File: src/rtl/doorbell_pkg.sv
package doorbell_pkg;

    localparam int unsigned ID_W = 32;

    localparam logic [7:0] OFF_SEND = 8'h0C;
    localparam logic [7:0] OFF_RECV = 8'h10;
    localparam logic [7:0] OFF_EN   = 8'h14;
    localparam logic [7:0] OFF_DIS  = 8'h18;
    localparam logic [7:0] OFF_CLR  = 8'h1C;
    localparam logic [7:0] OFF_CCLR = 8'h38;

    localparam logic [ID_W-1:0] NONE_ID = '1;

endpackage

File: src/rtl/db_id_decode.sv
module db_id_decode #(
    parameter int unsigned NUM_SIG   = 16,
    parameter logic [15:0] CLIENT_ID = 16'h0005
) (
    input  logic [31:0]        id,
    output logic [NUM_SIG-1:0] sel
);

    logic client_hit;

    assign client_hit = (id[31:16] == CLIENT_ID);

    // Full 16-bit compare so that out-of-range signal numbers match nothing.
    for (genvar i = 0; i < NUM_SIG; i++) begin : g_sel
        assign sel[i] = client_hit && (id[15:0] == 16'(i));
    end

endmodule

File: src/rtl/db_sig_bank.sv
module db_sig_bank #(
    parameter int unsigned NUM_SIG = 16
) (
    input  logic               clk,
    input  logic               rst_n,
    input  logic [NUM_SIG-1:0] set_vec,
    input  logic [NUM_SIG-1:0] clr_vec,
    input  logic [NUM_SIG-1:0] en_vec,
    input  logic [NUM_SIG-1:0] dis_vec,
    input  logic               cclr,
    output logic [NUM_SIG-1:0] pend,
    output logic [NUM_SIG-1:0] en
);

    typedef struct packed {
        logic [NUM_SIG-1:0] pend;
        logic [NUM_SIG-1:0] en;
    } bank_t;

    bank_t bank_d, bank_q;

    always_comb begin
        bank_d = bank_q;

        bank_d.en = (bank_q.en | en_vec) & ~dis_vec;

        if (cclr) begin
            bank_d.pend = '0;
        end else begin
            bank_d.pend = bank_q.pend & ~clr_vec;
        end

        // Set takes priority over any clear in the same cycle.
        bank_d.pend = bank_d.pend | set_vec;
    end

    always_ff @(posedge clk or negedge rst_n) begin
        if (!rst_n) begin
            bank_q <= '0;
        end else begin
            bank_q <= bank_d;
        end
    end

    assign pend = bank_q.pend;
    assign en   = bank_q.en;

    AST_SET_WINS: assert property (@(posedge clk) disable iff (!rst_n)
        (set_vec != '0) |=> ((pend & $past(set_vec)) == $past(set_vec))) else $error("set lost");

    AST_CCLR_DROPS: assert property (@(posedge clk) disable iff (!rst_n)
        (cclr && (set_vec == '0)) |=> (pend == '0)) else $error("client clear left pending");

    AST_CCLR_KEEPS_EN: assert property (@(posedge clk) disable iff (!rst_n)
        (cclr && (en_vec == '0) && (dis_vec == '0)) |=> $stable(en)) else $error("enable lost");

    AST_EN_LOCAL: assert property (@(posedge clk) disable iff (!rst_n)
        ((en_vec | dis_vec) != '0) |=>
            (((en ^ $past(en)) & ~($past(en_vec) | $past(dis_vec))) == '0)) else $error("enable leak");

endmodule

File: src/rtl/db_pick_lowest.sv
module db_pick_lowest #(
    parameter int unsigned NUM_SIG = 16,
    localparam int unsigned SIG_W  = (NUM_SIG > 1) ? $clog2(NUM_SIG) : 1
) (
    input  logic [NUM_SIG-1:0] req,
    output logic               valid,
    output logic [SIG_W-1:0]   idx
);

    always_comb begin
        idx   = '0;
        valid = 1'b0;
        // Scan from the top down so that the lowest requester is the last write.
        for (int i = NUM_SIG - 1; i >= 0; i--) begin
            if (req[i]) begin
                idx   = SIG_W'(i);
                valid = 1'b1;
            end
        end
    end

    always_comb begin
        if (valid) begin
            AST_PICK_IS_REQ: assert (req[idx]) else $error("picked idle signal");
            AST_PICK_LOWEST: assert ((req & ((NUM_SIG'(1) << idx) - NUM_SIG'(1))) == '0)
                else $error("lower requester skipped");
        end
    end

endmodule

File: src/rtl/doorbell_ctrl.sv
module doorbell_ctrl
    import doorbell_pkg::*;
#(
    parameter int unsigned NUM_SIG   = 16,
    parameter logic [15:0] CLIENT_ID = 16'h0005,
    parameter int unsigned ADDR_W    = 8,
    localparam int unsigned SIG_W    = (NUM_SIG > 1) ? $clog2(NUM_SIG) : 1
) (
    input  logic              clk,
    input  logic              rst_n,
    input  logic              bus_wr,
    input  logic [ADDR_W-1:0] bus_addr,
    input  logic [31:0]       bus_wdata,
    output logic [31:0]       bus_rdata,
    input  logic              sig_in_valid,
    input  logic [SIG_W-1:0]  sig_in_num,
    output logic              send_valid,
    output logic [31:0]       send_id,
    output logic              irq
);

    typedef struct packed {
        logic        valid;
        logic [31:0] id;
    } send_t;

    send_t send_d, send_q;

    logic               wr_send, wr_en, wr_dis, wr_clr, wr_cclr;
    logic [NUM_SIG-1:0] id_sel;
    logic [NUM_SIG-1:0] set_vec, clr_vec, en_vec, dis_vec;
    logic [NUM_SIG-1:0] pend, en;
    logic               pick_valid;
    logic [SIG_W-1:0]   pick_idx;
    logic [31:0]        recv_id;

    assign wr_send = bus_wr && (bus_addr == ADDR_W'(OFF_SEND));
    assign wr_en   = bus_wr && (bus_addr == ADDR_W'(OFF_EN));
    assign wr_dis  = bus_wr && (bus_addr == ADDR_W'(OFF_DIS));
    assign wr_clr  = bus_wr && (bus_addr == ADDR_W'(OFF_CLR));
    assign wr_cclr = bus_wr && (bus_addr == ADDR_W'(OFF_CCLR));

    db_id_decode #(.NUM_SIG(NUM_SIG), .CLIENT_ID(CLIENT_ID)) u_decode (
        .id  (bus_wdata),
        .sel (id_sel)
    );

    assign en_vec  = wr_en  ? id_sel : '0;
    assign dis_vec = wr_dis ? id_sel : '0;
    assign clr_vec = wr_clr ? id_sel : '0;

    for (genvar i = 0; i < NUM_SIG; i++) begin : g_set
        assign set_vec[i] = sig_in_valid && (sig_in_num == SIG_W'(i));
    end

    db_sig_bank #(.NUM_SIG(NUM_SIG)) u_bank (
        .clk     (clk),
        .rst_n   (rst_n),
        .set_vec (set_vec),
        .clr_vec (clr_vec),
        .en_vec  (en_vec),
        .dis_vec (dis_vec),
        .cclr    (wr_cclr),
        .pend    (pend),
        .en      (en)
    );

    db_pick_lowest #(.NUM_SIG(NUM_SIG)) u_pick (
        .req   (pend & en),
        .valid (pick_valid),
        .idx   (pick_idx)
    );

    assign recv_id   = pick_valid ? {CLIENT_ID, 16'(pick_idx)} : NONE_ID;
    assign bus_rdata = (bus_addr == ADDR_W'(OFF_RECV)) ? recv_id : '0;
    assign irq       = |(pend & en);

    always_comb begin
        send_d       = send_q;
        send_d.valid = wr_send;
        if (wr_send) begin
            send_d.id = bus_wdata;
        end
    end

    always_ff @(posedge clk or negedge rst_n) begin
        if (!rst_n) begin
            send_q <= '0;
        end else begin
            send_q <= send_d;
        end
    end

    assign send_valid = send_q.valid;
    assign send_id    = send_q.id;

    AST_SEND_PULSE: assert property (@(posedge clk) disable iff (!rst_n)
        wr_send |=> (send_valid && (send_id == $past(bus_wdata)))) else $error("send missing");

    AST_SEND_SINGLE: assert property (@(posedge clk) disable iff (!rst_n)
        !wr_send |=> !send_valid) else $error("stray send");

    AST_IRQ_MATCH: assert property (@(posedge clk) disable iff (!rst_n)
        irq == (recv_id != NONE_ID)) else $error("irq and receive disagree");

    AST_RECV_FORMAT: assert property (@(posedge clk) disable iff (!rst_n)
        (recv_id != NONE_ID) |-> (recv_id[31:16] == CLIENT_ID)) else $error("bad client field");

endmodule

File: config.mk
export PLATFORM = sky130hd
export DESIGN_NAME = doorbell_ctrl
export DESIGN_NICKNAME = d
export VERILOG_FILES = /design/src/rtl/doorbell_pkg.sv /design/src/rtl/db_id_decode.sv /design/src/rtl/db_sig_bank.sv /design/src/rtl/db_pick_lowest.sv /design/src/rtl/doorbell_ctrl.sv
export SDC_FILE = /design/constraint.sdc
export NUM_CORES = 1
export LEC_CHECK = 0
export BUFFER_PORTS_ARGS = -buffer_cell sky130_fd_sc_hd__buf_2
export CAP_MARGIN = 40
export CORE_MARGIN = 2
export CORE_UTILIZATION = 40
export CTS_CLUSTER_DIAMETER = 60
export DETAILED_ROUTE_END_ITERATION = 10
export GPL_TIMING_DRIVEN = 0
export HOLD_SLACK_MARGIN = 0.05
export PLACE_DENSITY = 0.75
export REMOVE_ABC_BUFFERS = 1
export SYNTH_ARGS = -nofsm -noshare
export SYNTH_HDL_FRONTEND = slang
export SYNTH_SLANG_ARGS = --single-unit
export TNS_END_PERCENT = 10
File: constraint.sdc
create_clock -name clk -period 3 [get_ports clk]
set_input_delay 0.15 -clock clk [delete_from_list [all_inputs] [get_ports clk]]
set_output_delay 0.15 -clock clk [all_outputs]
set_load 0.01 [all_outputs]
==> flow_metrics.tcl <==
set metrics [dict create \
    critPathMaxFanout 14 \
    crit_family "simple AND/OR/NAND/NOR gates" \
    place.gp.congestion 0.8596 \
    tightestPinTransition_ns 0.6947 \
    grt_pass1_vias 2811 \
    clk_latency_ns 0.33 \
    async_reset_ff_share_pct 100.0 \
    layout_min_cycle_time_ns 2.675 \
    clock_skew_ns 0 \
    dieHeight_um 94.18 \
    yosys_warnings 0 \
    layout_commonest_cell "buf_2" \
    cts_tree "yes" \
    pre_cts_ws_ns 0.4827 \
    synth_edf_count 0 \
    ys_seq_elements 65 \
    drt-initial-drc-count 208 \
    first_pass_iters 4 \
    slew_viol_final 0 \
    dp_hpwl_mm 6.767 \
    whs_ns 0.06951 \
    startpoint_type "register" \
    netlist_instances 307 \
    vias 2902 \
    setup-violations-final 0 \
    avgSynthCellArea_um2 10.60 \
    worstSetupPathType "register to primary output" \
    drc 0 \
    cp-end-kind "primary output" \
    ys.flop_type "dfrtp_1" \
    row_count 32 \
    power_per_cell_area_mw_per_mm2 465.2 \
    placed_cell_area_mm2 0.003799 \
    coreArea_mm2 0.007807 \
    ys_types 40 \
    final_nets 464 \
    ir_drop_mv 0.2815 \
    clock.fmax_mhz 373.8 \
    grt_max_degree 25 \
    worstPathArrival_ns 2.53 \
    cts_max_level 3 \
    hold_violations 0 \
    drt_wl_total_mm 9.228 \
    fillCellCount 708 \
    slowest_delay_ns 0.59 \
    outcome "finished clean" \
    slew_headroom_pct 53.55 \
    grtUsageTotal_pct 21.14 \
    drive_gt1_share_pct 39.67 \
    io_pins 114 \
    io_buffers 113 \
    place_inst 492 \
    clkTransAtPathRegs_ns 0.07 \
    cp_num_buf_inv 2 \
    rsz0062_at_grt "no" \
    yosysSeqAreaShare_pct 50.00 \
    clkSinkCount 65 \
    leakage_uw 0.002068 \
    post_cts_buffers 0 \
    slowest_stage "or4_4" \
    layout_setup_ws_ns 0.3247 \
    most-common-layout-cells "buf_2 (113), dfrtp_1 (65), mux2_2 (30), nand2_1 (28), nor2_1 (22)" \
    min_path_type "input pin to register" \
    synth_area_mm2 0.003253 \
    ant_nets 0 \
    total_power_uw 1925 \
    wire_per_inst_um 17.64 \
    stdcell_area_mm2 0.004139 \
    cts_made_buffers 9 \
    areaGrowthSynthToFinish_pct 27.23 \
    grt_pass1_wl_mm 14.23 \
    fin_cells 523 \
    dieArea_mm2 0.008870 \
    die_w_um 94.18 \
    grt_overflow 0 \
    antenna_found_initial 0 \
    cts_buffer_depth 2 \
    cp_data_required_time_ns 2.85 \
    cp_cell_sequence "a22o_1, or2_1, or4_4, nor2_2, buf_4, buf_2" \
    initial_core_util_pct 41.67 \
    maxCapViolCount 0 \
    diodes 0 \
    period_share_pct 89.18 \
    avgViaCountPerCell 5.549 \
    cts_root_buffer "clkbuf_8" \
]
==> area by class of cell <==
cell class	count	area [µm²]	area share, %
tap	102	127.6	3.083
sequential	65	1627	39.30
clock inverter	5	56.30	1.360
timing repair buffer	133	804.5	19.44
inverter	4	15.01	0.3628
clock buffer	11	131.4	3.174
multi-input combinational	203	1378	33.28
==> final timing paths <==
check                           endpoint  depth (start not counted)            from  slack, ns
max                        bus_rdata[23]                          6  u_bank.pend[7]       0.32
max reg2reg                  send_id[26]                          1     send_id[26]       2.20
min in group asynchronous    send_id[28]                          2           rst_n       0.35
max in group asynchronous  u_bank.en[13]                          4           rst_n       1.94
min reg2reg                   send_id[1]                          2      send_id[1]       0.49
min                          send_id[10]                          2   bus_wdata[10]       0.07
==> repair_timing <==
action / 4_1_cts / 5_1_grt
endpoints found under the setup margin: 0 / 13
endpoints found under the hold margin: 37 / 0
hold buffers: 15 / 0
gates resized for setup: 0 / 1
==> metrics by stage <==
| stage | TNS (ns) | utilization (%) |
|---|---|---|
| after global routing | 0 | 53.01 |
| after detailed placement | 0 | 48.65 |
| final | 0 | 53.01 |
| after CTS | 0 | 52.98 |
| after floorplan | -45.42 | - |
| after global placement | 0 | 47.52 |
==> cells in the mapped netlist, drive strengths merged, types with 3 or more instances <==
library cell / n / share of area [%]
dfrtp: 65 / 50
buf: 30 / 6.7
mux2: 30 / 10
nand2: 28 / 3.2
nor2: 23 / 2.7
o21ai: 17 / 2.6
o22a: 16 / 4.3
o211ai: 12 / 2.8
nand3: 10 / 1.5
or3: 9 / 1.7
clkbuf: 5 / 0.58
nor3: 5 / 0.77
nor4: 5 / 0.96
inv: 4 / 0.46
nand4: 4 / 0.77
nor4b: 4 / 1.1
o22ai: 4 / 0.77
a22o: 3 / 0.81
and2: 3 / 0.58
nand2b: 3 / 0.58
nand3b: 3 / 0.69
nand4b: 3 / 0.81
==> where the power goes <==
group / switching (µW) / internal, µW
Clock: 335 / 383
Combinational: 108 / 105
Sequential: 55.5 / 940
Total: 498 / 1430
==> flip-flops by register name, indices dropped and copies added (netlist names) <==
name / count
send_valid: 1
u_bank.en: 16
u_bank.pend: 16
send_id: 32
==> cells by family (layout without fill, tap and decap cells) <==
logic type	count (synthesis)	count (layout)	synth area share, %
AND/OR/NAND/NOR	110	110	18.00
multiplexers	30	30	10.38
flip-flops	65	65	50.00
AO/OA/AOI/OAI	63	63	13.88
buffers and inverters	39	153	7.730
==> metal layers <==
layer	GRT usage (%)	wire length [µm]	share of wire (%)
met1	24.73	3707	40
met3	5.939	786	8.5
met2	36.55	4614	50
met5	0	0	0
met4	8.333	118	1.3
Power figures use the tool's default switching activity.
